## src/rtl/gpio_bank_pkg.sv

```systemverilog
package gpio_bank_pkg;

    localparam int BUS_W     = 32;
    localparam int ADDR_W    = 8;
    localparam int SLOT_W    = 2;
    localparam int MAX_PORTS = 1 << SLOT_W;

    // Register kind carried in offset bits [5:4]
    typedef enum logic [1:0] {
        KIND_CFG = 2'd0,
        KIND_OE  = 2'd1,
        KIND_OUT = 2'd2,
        KIND_IN  = 2'd3
    } reg_kind_e;

    typedef struct packed {
        logic                hit;
        logic                masked;
        reg_kind_e           kind;
        logic [SLOT_W-1:0]   slot;
    } bus_access_t;

    // Split a bank offset into kind, alias flag and port slot
    function automatic bus_access_t decode_addr(input logic [ADDR_W-1:0] addr);
        bus_access_t acc;
        acc.slot   = addr[3:2];
        acc.masked = addr[7];
        acc.kind   = reg_kind_e'(addr[5:4]);
        acc.hit    = (addr[1:0] == 2'b00) && !addr[6] &&
                     !(addr[7] && (addr[5:4] == 2'd3));
        return acc;
    endfunction

endpackage

```

## src/rtl/gpio_addr_decode.sv

```systemverilog
module gpio_addr_decode
    import gpio_bank_pkg::*;
#(
    parameter int NUM_PORTS = 4
) (
    input  logic [ADDR_W-1:0]    addr,
    input  logic                 we,
    output logic [NUM_PORTS-1:0] wr_cfg,
    output logic [NUM_PORTS-1:0] wr_oe,
    output logic [NUM_PORTS-1:0] wr_out,
    output logic                 masked,
    output logic                 rd_hit,
    output reg_kind_e            rd_kind,
    output logic [SLOT_W-1:0]    rd_slot
);

    bus_access_t acc;

    always_comb begin
        acc     = decode_addr(addr);
        rd_hit  = acc.hit && (int'(acc.slot) < NUM_PORTS);
        rd_kind = acc.kind;
        rd_slot = acc.slot;
        masked  = acc.masked;
        wr_cfg  = '0;
        wr_oe   = '0;
        wr_out  = '0;
        for (int p = 0; p < NUM_PORTS; p++) begin
            if (we && rd_hit && (acc.slot == SLOT_W'(p))) begin
                wr_cfg[p] = (acc.kind == KIND_CFG);
                wr_oe[p]  = (acc.kind == KIND_OE);
                wr_out[p] = (acc.kind == KIND_OUT);
            end
        end
    end

endmodule

```

## src/rtl/gpio_port_regs.sv

```systemverilog
module gpio_port_regs #(
    parameter int PIN_W = 8
) (
    input  logic               clk,
    input  logic               rst,
    input  logic [2:0]         wr_en,
    input  logic               masked,
    input  logic [2*PIN_W-1:0] wdata,
    output logic [PIN_W-1:0]   cfg_q,
    output logic [PIN_W-1:0]   oe_q,
    output logic [PIN_W-1:0]   out_q
);

    logic [PIN_W-1:0] new_val;
    logic [PIN_W-1:0] pin_sel;

    assign new_val = wdata[PIN_W-1:0];
    assign pin_sel = wdata[2*PIN_W-1:PIN_W];

    // One slice per writable register: 0 owner, 1 enable, 2 level
    for (genvar k = 0; k < 3; k++) begin : g_reg
        logic [PIN_W-1:0] q;
        always_ff @(posedge clk) begin
            if (rst) begin
                q <= '0;
            end else if (wr_en[k]) begin
                if (masked) begin
                    q <= (q & ~pin_sel) | (new_val & pin_sel);
                end else begin
                    q <= new_val;
                end
            end
        end
    end

    assign cfg_q = g_reg[0].q;
    assign oe_q  = g_reg[1].q;
    assign out_q = g_reg[2].q;

endmodule

```

## src/rtl/gpio_in_sync.sv

```systemverilog
module gpio_in_sync #(
    parameter int WIDTH = 32
) (
    input  logic             clk,
    input  logic             rst,
    input  logic [WIDTH-1:0] async_in,
    output logic [WIDTH-1:0] sync_out
);

    logic [WIDTH-1:0] stage1_q;
    logic [WIDTH-1:0] stage2_q;

    always_ff @(posedge clk) begin
        if (rst) begin
            stage1_q <= '0;
            stage2_q <= '0;
        end else begin
            stage1_q <= async_in;
            stage2_q <= stage1_q;
        end
    end

    assign sync_out = stage2_q;

endmodule

```

## src/rtl/gpio_pad_mux.sv

```systemverilog
module gpio_pad_mux #(
    parameter int WIDTH = 32
) (
    input  logic [WIDTH-1:0] cfg,
    input  logic [WIDTH-1:0] oe,
    input  logic [WIDTH-1:0] out,
    input  logic [WIDTH-1:0] alt_out,
    input  logic [WIDTH-1:0] alt_oe,
    output logic [WIDTH-1:0] pad_out,
    output logic [WIDTH-1:0] pad_oe
);

    for (genvar i = 0; i < WIDTH; i++) begin : g_pin
        assign pad_oe[i]  = cfg[i] ? oe[i] : alt_oe[i];
        assign pad_out[i] = cfg[i] ? (out[i] & oe[i]) : alt_out[i];
    end

endmodule

```

## src/rtl/gpio_bank_regs.sv

```systemverilog
module gpio_bank_regs
    import gpio_bank_pkg::*;
#(
    parameter int NUM_PORTS = 4,
    parameter int PIN_W     = 8
) (
    input  logic                         clk,
    input  logic                         rst,
    input  logic [ADDR_W-1:0]            bus_addr,
    input  logic                         bus_we,
    input  logic [BUS_W-1:0]             bus_wdata,
    output logic [BUS_W-1:0]             bus_rdata,
    input  logic [NUM_PORTS*PIN_W-1:0]   pad_in,
    output logic [NUM_PORTS*PIN_W-1:0]   pad_out,
    output logic [NUM_PORTS*PIN_W-1:0]   pad_oe,
    input  logic [NUM_PORTS*PIN_W-1:0]   alt_out,
    input  logic [NUM_PORTS*PIN_W-1:0]   alt_oe
);

    localparam int NPINS = NUM_PORTS * PIN_W;

    logic [NUM_PORTS-1:0] wr_cfg;
    logic [NUM_PORTS-1:0] wr_oe;
    logic [NUM_PORTS-1:0] wr_out;
    logic                 wr_masked;
    logic                 rd_hit;
    reg_kind_e            rd_kind;
    logic [SLOT_W-1:0]    rd_slot;

    logic [NPINS-1:0]     cfg_q;
    logic [NPINS-1:0]     oe_q;
    logic [NPINS-1:0]     out_q;
    logic [NPINS-1:0]     in_sync;

    gpio_addr_decode #(.NUM_PORTS(NUM_PORTS)) dec_i (
        .addr    (bus_addr),
        .we      (bus_we),
        .wr_cfg  (wr_cfg),
        .wr_oe   (wr_oe),
        .wr_out  (wr_out),
        .masked  (wr_masked),
        .rd_hit  (rd_hit),
        .rd_kind (rd_kind),
        .rd_slot (rd_slot)
    );

    for (genvar p = 0; p < NUM_PORTS; p++) begin : g_port
        gpio_port_regs #(.PIN_W(PIN_W)) regs_i (
            .clk    (clk),
            .rst    (rst),
            .wr_en  ({wr_out[p], wr_oe[p], wr_cfg[p]}),
            .masked (wr_masked),
            .wdata  (bus_wdata[2*PIN_W-1:0]),
            .cfg_q  (cfg_q[p*PIN_W +: PIN_W]),
            .oe_q   (oe_q[p*PIN_W +: PIN_W]),
            .out_q  (out_q[p*PIN_W +: PIN_W])
        );
    end

    gpio_in_sync #(.WIDTH(NPINS)) sync_i (
        .clk      (clk),
        .rst      (rst),
        .async_in (pad_in),
        .sync_out (in_sync)
    );

    gpio_pad_mux #(.WIDTH(NPINS)) mux_i (
        .cfg     (cfg_q),
        .oe      (oe_q),
        .out     (out_q),
        .alt_out (alt_out),
        .alt_oe  (alt_oe),
        .pad_out (pad_out),
        .pad_oe  (pad_oe)
    );

    // Read path: selected port byte, upper bits zero
    always_comb begin
        bus_rdata = '0;
        for (int p = 0; p < NUM_PORTS; p++) begin
            if (rd_hit && (rd_slot == SLOT_W'(p))) begin
                case (rd_kind)
                    KIND_CFG: bus_rdata[PIN_W-1:0] = cfg_q[p*PIN_W +: PIN_W];
                    KIND_OE:  bus_rdata[PIN_W-1:0] = oe_q[p*PIN_W +: PIN_W];
                    KIND_OUT: bus_rdata[PIN_W-1:0] = out_q[p*PIN_W +: PIN_W];
                    default:  bus_rdata[PIN_W-1:0] = in_sync[p*PIN_W +: PIN_W];
                endcase
            end
        end
    end

endmodule

```

## config.mk

```make
export PLATFORM = sky130hd
export DESIGN_NAME = gpio_bank_regs
export DESIGN_NICKNAME = d
export VERILOG_FILES = /design/src/rtl/gpio_bank_pkg.sv /design/src/rtl/gpio_addr_decode.sv /design/src/rtl/gpio_port_regs.sv /design/src/rtl/gpio_in_sync.sv /design/src/rtl/gpio_pad_mux.sv /design/src/rtl/gpio_bank_regs.sv
export SDC_FILE = /design/constraint.sdc
export NUM_CORES = 1
export LEC_CHECK = 0
export BUFFER_PORTS_ARGS = -buffer_cell sky130_fd_sc_hd__buf_2
export CAP_MARGIN = 10
export CORE_UTILIZATION = 52
export DETAILED_ROUTE_END_ITERATION = 10
export GPL_ROUTABILITY_DRIVEN = 0
export HOLD_SLACK_MARGIN = 0.08
export PLACE_DENSITY_LB_ADDON = 0.15
export SLEW_MARGIN = 0
export SYNTH_ARGS = -nofsm -noshare
export SYNTH_HDL_FRONTEND = slang
export SYNTH_SLANG_ARGS = --single-unit
```

## constraint.sdc

```tcl
create_clock -name clk -period 2.3 [get_ports clk]
set_input_delay 0.23 -clock clk [delete_from_list [all_inputs] [get_ports clk]]
set_output_delay 0.23 -clock clk [all_outputs]
set_load 0.005 [all_outputs]
```

==> run summary, run 1 <==
Slew headroom -> 55.0%
Setup violations, final -> 0
fin util -> 67.6%
final slew viol count -> 0
later-pin clock latency in the skew report -> 0.42 ns
vias in the first global route -> 6,521
area post-placement -> 9020 um2
Syn Area/Cell -> 9.27 um2
Root Buffer -> clkbuf_16
most common cell after layout, fill and taps aside -> buf_2
Ant. Diodes -> 0
Power per Cell Area -> 647 nW/um2
Reg2Reg Setup Slack -> 1.56 ns
post-synth top area cell -> dfxtp_1
Area Growth Syn to Fin -> 25.6%
Critical Path RT -> 2.07 ns
Post-DP HPWL -> 14.9 mm
Pleak -> 4.35 nW
Synth top area share -> 40.5%
GRT overflow -> 0
R2R depth -> 2
Hold/Removal Path Class -> in -> reg
die area -> 15,700 um2
WL/cell -> 17.3 um
CP Class -> reg -> out
Hold Path End -> sync_i.stage1_q[11]
Critical Path Start Type -> flip-flop
WP data arrival -> 1.95 ns
Worst Max-Slew Pin Slew -> 0.673 ns
Hold Worst Slack -> 0.115 ns
I/O Pins -> 235
clock-pin slew on the worst setup and hold paths -> 0.06 ns
RSZ-0062 raised after global routing -> false
worst hold path startpoint -> pad_in[11]
part of the cycle the worst path needs -> 94.8%
EDFF count, synth -> 0
Core Box Area -> 14,700 um2
Clock Sinks -> 160
fin nets -> 1,199
CP max FO -> 5
synth warn -> 0
status -> finished with violations
ys async rst share -> 0%
pin count of the biggest net entering global routing -> 63
element type at the critical path end -> output pin
Final Instance Area -> 9930 um2
chip height -> 125 um
first-pass GRT wire length -> 34.6 mm
die width -> 125 um
failing checks -> design-rule violations
peak supply drop -> 0.558 mV
clk buf depth -> 2
Area contributors post-synth -> dfxtp_1 40%, mux2i_1 10%, nand3_1 7.2%
Seq cells post-synth -> 160
Period minus WS final -> 2.18 ns
DRT antenna net count -> 0
commonest cells after routing, fill and taps aside -> 193 x buf_2, 160 x dfxtp_1, 114 x nand3_1
total power -> 6.43 mW
Fin Setup TNS -> 0 ns
Mapped Area -> 7910 um2
Seq/Total Area, Yosys -> 40.5%
GRT Total Usage -> 28.3%
Synth Instances -> 853
WHS Path Cells -> 2
CTS H-tree lvls -> 4
max_cap viols -> 0
CTS buffer count -> 17
initial antenna violation count -> 0
TritonCTS clock tree -> yes
Buffers on Ports -> 194
drt first pass iters -> 8
Rows -> 44
Final Hold Viols -> 0
Total Wirelength -> 21.8 mm
number of DRC markers in iteration 0 -> 613
share of post-route cells with drive strength above 1 -> 30.7%
Netlist cell types -> 35
Initial Util -> 53.8%
remaining routing DRC violations -> 19
Vias/cell -> 5.62
Post-synth top flop -> dfxtp_1
number of vias in the routed layout -> 7,064
final clock skew -> 0.00484 ns
fmax -> 459 MHz
-- logic make-up after synthesis --
group / after synthesis / share of synthesized area [%]
buffers and inverters: 120 / 7.47
and+or+nand+nor: 315 / 21.8
DFF: 160 / 40.5
AOI/OAI and AO/OA: 113 / 7.55
muxes: 144 / 22.7
other: 1 / 0.0474
-- synth_stat cells, drive strengths merged (2+ instances only) --
cell type  number
o21ai          64
nor4b           4
nor4            3
mux2           40
nand2           9
inv            33
clkbuf         38
a21oi          32
nor4bb          3
mux2i          80
mux4           24
nor2           73
nor2b          75
or4b            2
a22oi           8
nand2b          9
and3            2
dfxtp         160
nor3           16
nand3         114
buf            49
o22ai           8
-- worst max path at each step --
stage                            from      endpoint  slack [ns]  cells after the start
after detailed placement  bus_addr[1]  bus_rdata[3]        0.15                      6
after global routing        flip-flop  bus_rdata[5]        0.04                      5
after global placement    bus_addr[1]  bus_rdata[7]        0.14                      6
final                       flip-flop  bus_rdata[6]        0.12                      5
after floorplan           bus_addr[4]  bus_rdata[0]        0.48                      6
after CTS                   flip-flop  bus_rdata[6]        0.10                      5
-- critical path: stages, from the launching register on --
cell,delay [ns]
dfxtp_1,0.36
mux4_2,0.47
mux2_2,0.31
o22ai_1,0.20
nor2_1,0.07
buf_2,0.13
-- stage by stage --
stage	instances	setup slack, ns
after detailed placement	1196	0.145
after global routing	1257	0.0447
after CTS	1257	0.103
after global placement	1196	0.144
final	1257	0.119
after floorplan	876	0.477
-- repair_timing --
action,4_1_cts,5_1_grt
setup buffers,0,0
hold buffers,29,0
resized for setup,0,1
hold endpoints to repair,29,0
setup endpoints to repair,0,2
-- routing by layer --
| layer | wire, um | GRT usage, % |
|---|---|---|
| met5 | 0 | 0 |
| met3 | 1480 | 4.62 |
| met1 | 9300 | 37.0 |
| met4 | 412 | 12.0 |
| met2 | 10600 | 46.6 |
-- report_power, final --
part           total (mW)  internal (mW)  leakage [nW]  switching (mW)
clock network        2.93           1.82         0.306            1.11
logic               0.652          0.306          2.74           0.346
registers            2.84           2.83          1.30          0.0170
total                6.43           4.95          4.35            1.48
-- cell type report --
class | instances | area (um2)
Fill cell | 1189 | 4770
Clock inverter | 10 | 131
Clock buffer | 22 | 484
Sequential cell | 160 | 3200
Multi-Input combinational cell | 596 | 4220
Timing Repair Buffer | 252 | 1540
Tap cell | 184 | 230
Inverter | 33 | 124
Power figures use the tool's default switching activity.
==> run 2, diff against run 1 <==
Settings changed: BUFFER_PORTS_ARGS -buffer_cell sky130_fd_sc_hd__buf_2 to not set, CORE_UTILIZATION 52 to 55, DONT_BUFFER_PORTS set to 1, PLACE_DENSITY set to 0.7, PLACE_DENSITY_LB_ADDON 0.15 to not set.
==> run summary, run 2 (synthesis results as in run 1) <==
Total Wirelength -> 22.1 mm
Root Buffer -> clkbuf_16
Internal -> 5.12 mW
fillers -> 1,068
drt first pass iters -> 6
vias in the first global route -> 6,360
Vias/cell -> 6.04
Buffers on Ports -> 0
GRT Total Usage -> 30.3%
TritonCTS clock tree -> yes
pin count of the biggest net entering global routing -> 112
Critical Path Start Type -> flip-flop
CTS buffer count -> 17
Slew headroom -> 58.0%
final slew viol count -> 0
Fin Setup TNS -> 0 ns
Clock Power Share -> 49.9%
Logic pwr share -> 6.5%
Slowest-stage cell, CP -> mux4_2
Ant. Diodes -> 0
crit-path cells -> mux4_2 > mux2_2 > o22ai_1 > nor2_1
Power per Cell Area -> 705 nW/um2
CP Class -> reg -> out
clock-pin slew on the worst setup and hold paths -> 0.06 ns
remaining routing DRC violations -> 0
Critical Path RT -> 2.07 ns
final clock skew -> 0.00476 ns
CP max FO -> 5
Setup violations, final -> 0
fin nets -> 1,029
Initial Util -> 56.8%
Period minus WS final -> 2.10 ns
RSZ-0062 raised after global routing -> false
CTS H-tree lvls -> 4
max_cap viols -> 0
Core Box Area -> 13,900 um2
area of the multi-input gates -> 4210 um2
number of DRC markers in iteration 0 -> 640
Final Instance Area -> 9260 um2
share of post-route cells with drive strength above 1 -> 13.2%
WP data arrival -> 1.87 ns
area post-placement -> 7850 um2
PostCTS Resize Cnt -> 0
Pleak -> 3.76 nW
Reg area -> 3200 um2
Area Growth Syn to Fin -> 17.0%
Sw Share -> 21.5%
most common cell after layout, fill and taps aside -> dfxtp_1
first-pass GRT wire length -> 33.4 mm
initial antenna violation count -> 0
Flop pwr share -> 43.6%
Worst Max-Slew Pin Slew -> 0.625 ns
Finished Layout Cells -> 1,083
peak supply drop -> 0.545 mV
GRT overflow -> 0
part of the cycle the worst path needs -> 91.2%
P_sw -> 1.40 mW
Worst path max stage delay -> 0.47 ns
hold buffers post-CTS -> 70
Final Hold Viols -> 0
Clock Sinks -> 160
die width -> 122 um
I/O Pins -> 235
element type at the critical path end -> output pin
chip height -> 122 um
status -> finished, final reports clean
Rows -> 43
Post-CTS Setup Inserts -> 0
Placed Cells -> 981
Hold/Removal Path Class -> in -> reg
fmax -> 477 MHz
Post-DP HPWL -> 14.0 mm
die area -> 14,900 um2
clk buf depth -> 2
DRT antenna net count -> 0
Hold Worst Slack -> 0.124 ns
number of vias in the routed layout -> 6,538
later-pin clock latency in the skew report -> 0.43 ns
WL/cell -> 20.4 um
commonest cells after routing, fill and taps aside -> 160 x dfxtp_1, 114 x nand3_1, 80 x mux2i_1
[run 2: power by group through the flow]
stage               Sequential (mW)  Combinational, mW  Clock [mW]
finish                         2.84              0.426        3.25
global route                   2.85              0.460        3.41
CTS                            2.84              0.420        3.29
detailed placement             2.91              0.294           0
global placement               2.90              0.290           0
floorplan                      2.90              0.366           0
[run 2: per-stage QoR]
stage                     setup slack [ns]  power [mW]  util [%]
after floorplan                      0.477        3.26         -
after CTS                            0.189        6.55      66.4
after global placement               0.381        3.19      56.4
after global routing                 0.129        6.72      66.4
final                                0.203        6.52      66.4
after detailed placement             0.393        3.20      56.4
[run 2: final cells by class]
cell class / count / share of cell area [%]
Clock buffer: 19 / 4.89
Tap cell: 180 / 2.43
Multi-Input combinational cell: 596 / 45.5
Sequential cell: 160 / 34.6
Inverter: 33 / 1.34
Clock inverter: 13 / 2.51
Timing Repair Buffer: 82 / 8.73
[run 2: worst paths after layout]
path / start / endpoint / slack, ns / depth (start not counted)
worst max-delay path: flip-flop / bus_rdata[0] / 0.20 / 4
worst max register to register: flip-flop / flip-flop / 0.95 / 3
worst min-delay path: bus_wdata[15] / flip-flop / 0.12 / 3
worst min register to register: sync_i.stage1_q[22] / sync_i.sync_out[22] / 0.44 / 1
[run 2: worst max-delay path: cells and delay by family (launching register included)]
| family | cells | cell delay, ns |
|---|---|---|
| compound gates | 1 | 0.20 |
| flops | 1 | 0.35 |
| mux | 2 | 0.79 |
| simple gates | 1 | 0.09 |
[run 2: metal layers]
metal | wire length (um) | vias up | global-route usage, %
li1 | - | 3014 | -
met1 | 8490 | 3098 | 36.1
met2 | 10800 | 363 | 49.8
met3 | 1940 | 63 | 7.82
met4 | 791 | 0 | 16.0
met5 | 0 | - | 0
